===== config.mk =====
export PLATFORM = sky130hd
export DESIGN_NAME = dma_tx_rtctl
export DESIGN_NICKNAME = d
export VERILOG_FILES = /design/src/rtl/rtctl_pkg.sv /design/src/rtl/rtctl_regs.sv /design/src/rtl/rtctl_fsm.sv /design/src/rtl/dma_tx_rtctl.sv
export SDC_FILE = /design/constraint.sdc
export NUM_CORES = 1
export LEC_CHECK = 0
export BUFFER_PORTS_ARGS = -buffer_cell sky130_fd_sc_hd__buf_2
export CORE_MARGIN = 5
export CORE_UTILIZATION = 38
export CTS_CLUSTER_SIZE = 20
export DETAILED_ROUTE_END_ITERATION = 10
export GPL_TIMING_DRIVEN = 0
export HOLD_SLACK_MARGIN = 0.03
export MAX_ROUTING_LAYER = met4
export PLACE_DENSITY = 0.85
export SLEW_MARGIN = 10
export SYNTH_ARGS = -nofsm -noshare
export SYNTH_HDL_FRONTEND = slang
export SYNTH_SLANG_ARGS = --single-unit

===== constraint.sdc =====
create_clock -name clk_i -period 3.2 [get_ports clk_i]
set_clock_uncertainty 0.1 [all_clocks]
set_input_delay 0.64 -clock clk_i [delete_from_list [all_inputs] [get_ports clk_i]]
set_output_delay 0.64 -clock clk_i [all_outputs]
set_load 0.01 [all_outputs]

===== src/rtl/rtctl_pkg.sv =====
package rtctl_pkg;
  localparam int unsigned BIT_EN = 31;
  localparam int unsigned BIT_TD = 30;
  localparam int unsigned BIT_PA = 29;
  localparam int unsigned BIT_FT = 28;
  localparam int unsigned BIT_ER = 0;

  typedef enum logic [2:0] {
    ST_IDLE,
    ST_RUN,
    ST_PAUSED,
    ST_DRAIN,
    ST_DOWN
  } chan_st_e;

  typedef struct packed {
    logic en;
    logic td;
    logic pa;
    logic ft;
    logic er;
  } ctl_bits_t;
endpackage


===== src/rtl/rtctl_regs.sv =====
module rtctl_regs
  import rtctl_pkg::*;
#(
  parameter int unsigned REG_W = 32
) (
  input  logic             clk_i,
  input  logic             rst_ni,
  input  logic             we_i,
  input  logic [REG_W-1:0] wdata_i,
  input  logic             hw_clr_en_i,
  input  logic             err_evt_i,
  output ctl_bits_t        bits_o,
  output logic [REG_W-1:0] rdata_o
);
  ctl_bits_t q;

  always_ff @(posedge clk_i or negedge rst_ni) begin
    if (!rst_ni) begin
      q <= '0;
    end else begin
      if (hw_clr_en_i)   q.en <= 1'b0;
      else if (we_i)     q.en <= wdata_i[BIT_EN];
      if (we_i) begin
        q.td <= wdata_i[BIT_TD];
        q.pa <= wdata_i[BIT_PA];
        q.ft <= wdata_i[BIT_FT];
      end
      // event wins over a clearing write; software can only clear
      q.er <= err_evt_i | (q.er & ~(we_i & ~wdata_i[BIT_ER]));
    end
  end

  always_comb begin
    for (int i = 0; i < REG_W; i++) rdata_o[i] = 1'b0;
    rdata_o[BIT_EN] = q.en;
    rdata_o[BIT_TD] = q.td;
    rdata_o[BIT_PA] = q.pa;
    rdata_o[BIT_FT] = q.ft;
    rdata_o[BIT_ER] = q.er;
  end

  assign bits_o = q;

  a_r5_hw_clear: assert property (@(posedge clk_i) disable iff (!rst_ni)
    hw_clr_en_i |=> !q.en);
  a_r5_td_held: assert property (@(posedge clk_i) disable iff (!rst_ni)
    (q.td && !we_i) |=> q.td);
  a_r7_err_sticky: assert property (@(posedge clk_i) disable iff (!rst_ni)
    err_evt_i |=> q.er);
  a_r7_no_sw_set: assert property (@(posedge clk_i) disable iff (!rst_ni)
    (we_i && wdata_i[BIT_ER] && !q.er && !err_evt_i) |=> !q.er);
endmodule


===== src/rtl/rtctl_fsm.sv =====
module rtctl_fsm
  import rtctl_pkg::*;
(
  input  logic      clk_i,
  input  logic      rst_ni,
  input  ctl_bits_t bits_i,
  input  logic      blk_done_i,
  input  logic      trig_wait_i,
  input  logic      td_done_i,
  output logic      run_o,
  output logic      pause_o,
  output logic      flush_o,
  output logic      hw_clr_en_o
);
  chan_st_e st_q, st_d;
  logic     drain_td_q;
  logic     active;

  always_comb begin
    st_d = st_q;
    unique case (st_q)
      ST_IDLE:   if (bits_i.en) st_d = bits_i.td ? ST_DRAIN : (bits_i.pa ? ST_PAUSED : ST_RUN);
      ST_RUN:    if (bits_i.td || !bits_i.en) st_d = ST_DRAIN;
                 else if (bits_i.pa)          st_d = ST_PAUSED;
      ST_PAUSED: if (bits_i.td)               st_d = ST_DRAIN;
                 else if (!bits_i.en)         st_d = ST_IDLE;
                 else if (!bits_i.pa)         st_d = ST_RUN;
      ST_DRAIN:  if (drain_td_q) begin
                   if (td_done_i) st_d = ST_DOWN;
                 end else if (blk_done_i || trig_wait_i) begin
                   st_d = ST_IDLE;
                 end
      ST_DOWN:   if (bits_i.en && !bits_i.td)        st_d = bits_i.pa ? ST_PAUSED : ST_RUN;
                 else if (!bits_i.en && !bits_i.td)  st_d = ST_IDLE;
      default:   st_d = ST_IDLE;
    endcase
  end

  always_ff @(posedge clk_i or negedge rst_ni) begin
    if (!rst_ni) begin
      st_q       <= ST_IDLE;
      drain_td_q <= 1'b0;
    end else begin
      st_q <= st_d;
      // latch drain kind on entry; a later teardown request upgrades it
      if (st_q != ST_DRAIN)  drain_td_q <= bits_i.td;
      else                   drain_td_q <= drain_td_q | bits_i.td;
    end
  end

  assign active      = (st_q == ST_RUN) || (st_q == ST_PAUSED) || (st_q == ST_DRAIN);
  assign flush_o     = (st_q == ST_DRAIN) && drain_td_q && bits_i.ft;
  assign run_o       = active && !bits_i.pa && !flush_o;
  assign pause_o     = active && bits_i.pa;
  assign hw_clr_en_o = (st_q == ST_DRAIN) && drain_td_q && td_done_i;

  a_r4_pause_halts: assert property (@(posedge clk_i) disable iff (!rst_ni)
    bits_i.pa |-> !run_o);
  a_r6_flush_needs_ft: assert property (@(posedge clk_i) disable iff (!rst_ni)
    flush_o |-> (bits_i.ft && !run_o));
  a_r9_idle_quiet: assert property (@(posedge clk_i) disable iff (!rst_ni)
    (st_q == ST_IDLE) |-> (!run_o && !flush_o && !hw_clr_en_o));
  a_r3_drain_hold: assert property (@(posedge clk_i) disable iff (!rst_ni)
    (st_q == ST_DRAIN && !drain_td_q && !bits_i.td && !blk_done_i && !trig_wait_i)
      |=> (st_q == ST_DRAIN));
  a_r8_td_kept: assert property (@(posedge clk_i) disable iff (!rst_ni)
    (st_q == ST_DRAIN && drain_td_q && !td_done_i) |=> (st_q == ST_DRAIN));
endmodule


===== src/rtl/dma_tx_rtctl.sv =====
module dma_tx_rtctl
  import rtctl_pkg::*;
#(
  parameter int unsigned REG_W = 32
) (
  input  logic             clk_i,
  input  logic             rst_ni,
  input  logic             reg_we_i,
  input  logic [REG_W-1:0] reg_wdata_i,
  output logic [REG_W-1:0] reg_rdata_o,
  input  logic             blk_done_i,
  input  logic             trig_wait_i,
  input  logic             td_done_i,
  input  logic             err_evt_i,
  output logic             run_o,
  output logic             pause_o,
  output logic             flush_o
);
  ctl_bits_t bits;
  logic      hw_clr_en;

  rtctl_regs #(.REG_W(REG_W)) i_regs (
    .clk_i       (clk_i),
    .rst_ni      (rst_ni),
    .we_i        (reg_we_i),
    .wdata_i     (reg_wdata_i),
    .hw_clr_en_i (hw_clr_en),
    .err_evt_i   (err_evt_i),
    .bits_o      (bits),
    .rdata_o     (reg_rdata_o)
  );

  rtctl_fsm i_fsm (
    .clk_i       (clk_i),
    .rst_ni      (rst_ni),
    .bits_i      (bits),
    .blk_done_i  (blk_done_i),
    .trig_wait_i (trig_wait_i),
    .td_done_i   (td_done_i),
    .run_o       (run_o),
    .pause_o     (pause_o),
    .flush_o     (flush_o),
    .hw_clr_en_o (hw_clr_en)
  );

  a_r2_run_needs_en_or_drain: assert property (@(posedge clk_i) disable iff (!rst_ni)
    (!run_o && !bits.en) |=> !run_o);
endmodule


==> impl_metrics.yaml, run 1 <==
clock_network:
  h-tree-depth: 1
  tritoncts: "built"
  cts-root-buf: "clkbuf_4"
  hold_buffers: 0
  clockBufferDepth: 2
  cts-buffers-inserted: 3
  cts_setup_buffers: 0
  path_clk_slew_ns: 0.06
  cts.sinks: 9
  ctsResizeCount: 0
  clock_latency_ns: 0.26
worst_setup_path:
  critPathMaxStageDelay_ns: 0.40
  required_ns: 2.46
  path_buf_inv: 2
  end_kind: "output pin"
  r2r-start: "i_regs.bits_o[3]$_DFFE_PN0P_"
  cp-startpoint: "i_fsm.st_q[2]$_DFFE_PN0P_"
  path_cells: "buf_1, nor4_1, buf_2"
  cp_top_family: "buffers and inverters"
  worst_setup_path_start_kind: "flop"
  worstSetupPathType: "flop to output pin"
  arrival_ns: 1.37
  worst_path_max_delay_cell: "dfrtp_1"
  path_max_fanout: 10
layout:
  final_nets: 176
  area_growth_pct: 34.3
  fin_util: 0.552
  n_antenna_cell: 0
  final_layout_size_suffix_gt1_frac: 0.397
detailed_routing:
  drtAntennaViolNets: 0
  drt-pass1-iter-count: 4
  drt_iter0_drc: 2
  routed_wl_mm: 1.58
  drcViolationCount: 0
  drt-vias-per-instance: 4.07
  routedWlPerCell_um: 9.81
  vias: 656
place:
  dp_hpwl_mm: 1.34
  routabilityCongestion: 0.843
  portBuffers: 19
floorplanning:
  io_pins: 74
  die_w_um: 53.9
  start_util: 0.411
  core_mm2: 0.00178
  die_h_um: 53.9
  rows: 15
  dieArea_mm2: 0.00291
synth:
  synth_compound_area_frac: 0.166
  yosys.cell_types.count: 29
  yosysWarnings: 0
  ys_ff_latch: 9
  synth-adder-area-share: 0
  netlist_area_um2: 733
  synth.area.mux_share: 0.0444
  synth-xor-area-share: 0
  synthCells: 87
  synth_top_family_by_area: "buffers and inverters"
  syn_area_per_cell_um2: 8.43
  synth-simple-area-share: 0.143
  seq_area_frac_synth: 0.307
global_routing:
  antenna_found_initial: 0
  grt_pass1_vias: 649
  grt_pass1_wl_mm: 2.57
  grt_overflow: 0
  grt_usage: 0.123
  grt_start_max_net_pins: 11
run_status:
  status: "finished clean"
sta:
  fin_crit_ns: 2.11
  setup_violations: 0
  slew_violations: 0
  finalHoldViolCount: 0
  post-route-period-util: 0.658
  fin_setup_tns_ns: 0
  rsz0062_at_grt: "false"
  fmax_ghz: 0.475
hold_path:
  hold_class: "input port to asynchronous set/reset pin"
power_and_ir_drop:
  ir_worst_vdd_mv: 0.291
  leakagePower_uw: 0.000562
  p_per_area_mw_per_mm2: 550
flow_run:
  max-cap-violations: 0
==> Yosys cell counts (all sizes together) <==
library cell,count,area share
a21o,1,0.010
a21oi,7,0.053
a2bb2oi,1,0.012
buf,30,0.30
conb,1,0.0051
dfrtp,9,0.31
inv,6,0.031
mux2,2,0.031
mux2i,1,0.014
nand2,4,0.020
nand2b,1,0.0085
nand3,2,0.014
nand3b,1,0.010
nor2,7,0.036
nor3,2,0.014
nor3b,1,0.010
nor4,1,0.0085
nor4bb,1,0.014
o211ai,1,0.010
o21ai,2,0.014
o22ai,2,0.017
o311ai,1,0.022
o32a,2,0.027
or2,1,0.0085
==> sequential cells by signal (all words and copies together) (netlist names) <==
name / cells
i_fsm.drain_td_q: 1
i_fsm.st_q: 3
i_regs.bits_o: 5
==> logic make-up (layout without fill, tap and decap cells) <==
| kind of cell | after synthesis | after routing |
|---|---|---|
| buf+inv | 36 | 59 |
| simple gates | 21 | 21 |
| compound gates | 17 | 17 |
| flops | 9 | 9 |
| mux | 3 | 3 |
| other cells | 1 | 27 |
==> through the flow <==
step	worst slack [ns]	area, um2	cells	hold WS (ns)	power, uW
final	1.09	985	161	0.119	542
after global routing	0.991	985	161	0.118	592
after CTS	1.10	985	161	0.117	543
after detailed placement	1.39	957	157	0.378	455
after global placement	1.40	957	157	0.360	443
after floorplan	1.42	831	113	0.244	388
==> area by class of cell <==
cell class | instances | area [um2]
fill | 172 | 798
multi-input combinational | 68 | 360
sequential | 9 | 225
buffer | 30 | 223
timing repair buffer | 19 | 95.1
tap | 25 | 31.3
clock buffer | 3 | 22.5
inverter | 6 | 22.5
clock inverter | 1 | 5.00
==> cells in the final DEF (no fill, tap or decap), types with 3 or more instances in the layout <==
master	instances
dfrtp_1	9
clkbuf_4	3
a21oi_1	6
nand2_1	4
inv_1	6
conb_1	27
nor2_1	7
buf_4	27
buf_2	20
==> worst paths after layout <==
kind                            slack, ns                           end  depth (start not counted)
worst max-delay path                 1.09                         run_o                          3
worst min register to register       0.39    i_regs.bits_o[0]$_DFF_PN0_                          1
worst max register to register       1.64     i_fsm.st_q[1]$_DFFE_PN0P_                          4
max in group asynchronous            2.70    i_fsm.drain_td_q$_DFF_PN0_                          1
min in group clk_i                   0.39    i_regs.bits_o[0]$_DFF_PN0_                          1
worst min-delay path                 0.12  i_regs.bits_o[1]$_DFFE_PN0P_                          1
==> power breakdown <==
part           total (uW)  switching [uW]  internal [uW]
registers             164            22.2            142
logic                 291             158            133
clock network        86.3            40.2           46.1
==> layer usage <==
metal  GRT usage  wire length (um)  vias to the layer above
met5           -                 0                        -
met4      0.0468                17                        0
met3      0.0222               200                        3
met2       0.212               719                       44
met1       0.140               642                      270
li1            -                 -                      339
Note: power is estimated with default switching activity, not from simulation.
==> inputs of run 2 (changes only) <==
--- a/config.mk
+++ b/config.mk
@@ -7,13 +7,13 @@
 export LEC_CHECK = 0
 export BUFFER_PORTS_ARGS = -buffer_cell sky130_fd_sc_hd__buf_2
 export CORE_MARGIN = 5
-export CORE_UTILIZATION = 38
+export CORE_UTILIZATION = 31
 export CTS_CLUSTER_SIZE = 20
 export DETAILED_ROUTE_END_ITERATION = 10
 export GPL_TIMING_DRIVEN = 0
 export HOLD_SLACK_MARGIN = 0.03
 export MAX_ROUTING_LAYER = met4
-export PLACE_DENSITY = 0.85
+export PLACE_DENSITY = 0.74
 export SLEW_MARGIN = 10
 export SYNTH_ARGS = -nofsm -noshare
 export SYNTH_HDL_FRONTEND = slang
==> constraint.sdc (replaced) <==
create_clock -name clk_i -period 1.9 [get_ports clk_i]
set_clock_uncertainty 0.1 [all_clocks]
set_input_delay 0.38 -clock clk_i [delete_from_list [all_inputs] [get_ports clk_i]]
set_output_delay 0.38 -clock clk_i [all_outputs]
set_load 0.01 [all_outputs]
==> run 2 against run 1 <==
  * Largest power group unchanged
  * Clock power up 70%
  * Hold slack better by 0.084 ns
  * First-iteration DRC count rose to 5.0 times the previous value
  * Critical path type unchanged
  * Power up 68%
  * Design area up 1.5%
==> impl_metrics.yaml, run 2 (synthesis results as in run 1) <==
detailed_routing:
  wl_met1_um: 619
  routedWlPerCell_um: 9.18
  dr_wl_met2_um: 758
  vias: 634
  drt-pass1-iter-count: 4
  routed_wl_mm: 1.51
  drt-vias-per-instance: 3.87
  drt_iter0_drc: 10
  drtAntennaViolNets: 0
  top_layer: "met4"
  wl_met3_um: 119
  drcViolationCount: 0
power_and_ir_drop:
  p_switching_uw: 365
  pwr-share-clk: 0.161
  power_frac_seq: 0.315
  leakagePower_uw: 0.000564
  p_int_uw: 548
  ir_worst_vdd_mv: 0.468
  p_total_uw: 913
  p_sw_frac: 0.400
  p_per_area_mw_per_mm2: 913
  power_frac_comb: 0.525
global_routing:
  grt_usage: 0.0891
  grt_pass1_wl_mm: 2.35
  grt_overflow: 0
  antenna_found_initial: 0
  grt_start_max_net_pins: 11
  grt_pass1_vias: 588
sta:
  fin_crit_ns: 1.76
  finalHoldViolCount: 0
  slew_violations: 0
  fin_setup_tns_ns: 0
  rsz0062_at_grt: "false"
  fmax_ghz: 0.569
  finalWorstSetupSlack_ns: 0.144
  setup_violations: 0
  post-route-period-util: 0.924
floorplanning:
  start_util: 0.328
  die_w_um: 58.6
  io_pins: 74
  core_mm2: 0.00223
  rows: 17
  die_h_um: 58.6
  dieArea_mm2: 0.00344
layout:
  final_cells: 164
  final_layout_size_suffix_gt1_frac: 0.397
  fin_util: 0.448
  n_antenna_cell: 0
  largest_reg_flops: 5
  area_growth_pct: 36.3
  final_cell_mix: "27 x buf_4, 27 x conb_1, 20 x buf_2"
  final_nets: 176
clock_network:
  cts.sinks: 9
  tritoncts: "built"
  path_clk_slew_ns: 0.07
  cts-buffers-inserted: 3
  clock_latency_ns: 0.26
  cts_setup_buffers: 0
  clockBufferDepth: 2
  cts-root-buf: "clkbuf_4"
  h-tree-depth: 1
worst_setup_path:
  r2r-end: "i_fsm.st_q[1]$_DFFE_PN0P_"
  worst_setup_path_start_kind: "flop"
  path_buf_inv: 2
  end_kind: "output pin"
  path_cells: "buf_2, nand3_1, nor2_1, nor4_2, buf_2"
  rrSetupSlack_ns: 0.35
  critPathMaxStageDelay_ns: 0.36
  crit_top_cell: "buf_2"
  required_ns: 1.42
  worst_path_max_delay_cell: "dfrtp_1"
  r2r-start: "i_regs.bits_o[3]$_DFFE_PN0P_"
  worstSetupPathType: "flop to output pin"
  arrival_ns: 1.28
  path_max_fanout: 9
  worstSetupPathDepth: 5
  r2r_cells: 4
  cp_top_family: "flip-flops"
run_status:
  status: "finished clean"
place:
  dp_cells: 160
  portBuffers: 19
  pre_cts_ws_ns: 0.284
  routabilityCongestion: 0.713
  dp_hpwl_mm: 1.32
hold_path:
  min-delay-start: "err_evt_i"
  holdPathEnd: "i_regs.bits_o[0]$_DFF_PN0_"
  hold_depth: 2
  hold_class: "input port to flop"
flow_run:
  max-cap-violations: 0
==> run 2: area by class of cell <==
| class | instances | area (um2) |
|---|---|---|
| Timing Repair Buffer | 20 | 105 |
| Multi-Input combinational cell | 68 | 367 |
| Fill cell | 232 | 1230 |
| Buffer | 29 | 219 |
| Clock buffer | 4 | 26.3 |
| Sequential cell | 9 | 225 |
| Tap cell | 28 | 35.0 |
| Inverter | 6 | 22.5 |
==> run 2: metrics by stage <==
stage               hold slack [ns]  instance area (um2)
detailed placement            0.142                  961
finish                        0.202                 1000
CTS                           0.201                  997
global placement              0.142                  961
floorplan                   -0.0156                  831
global route                  0.199                 1000
==> run 2: how the worst max path moves through the flow <==
stage | start | endpoint | slack, ns
after detailed placement | i_fsm.st_q[1]$_DFFE_PN0P_ | run_o | 0.28
after floorplan | i_fsm.st_q[1]$_DFFE_PN0P_ | run_o | 0.38
after global routing | i_fsm.st_q[1]$_DFFE_PN0P_ | run_o | 0.008
after CTS | i_fsm.st_q[1]$_DFFE_PN0P_ | run_o | 0.002
after global placement | i_fsm.st_q[1]$_DFFE_PN0P_ | run_o | 0.32
final | i_fsm.st_q[1]$_DFFE_PN0P_ | run_o | 0.14
==> run 2: repair_timing <==
| item | 4_1_cts | 5_1_grt |
|---|---|---|
| hold buffers | 1 | 0 |
| hold endpoints to repair | 9 | 0 |
| resized for setup | 0 | 1 |
| endpoints found under the setup margin | 0 | 1 |
==> run 2: power by group through the flow <==
stage / clock (uW) / sequential (uW) / combinational, uW
floorplan: 0 / 278 / 377
global placement: 0 / 277 / 471
detailed placement: 0 / 279 / 485
CTS: 149 / 275 / 487
global route: 164 / 294 / 530
finish: 147 / 287 / 479
==> run 2: routing by layer <==
metal	up-vias	global-route usage
met4	0	0.0421
met2	24	0.145
met5	-	-
li1	342	-
met1	266	0.104
met3	2	0.0197
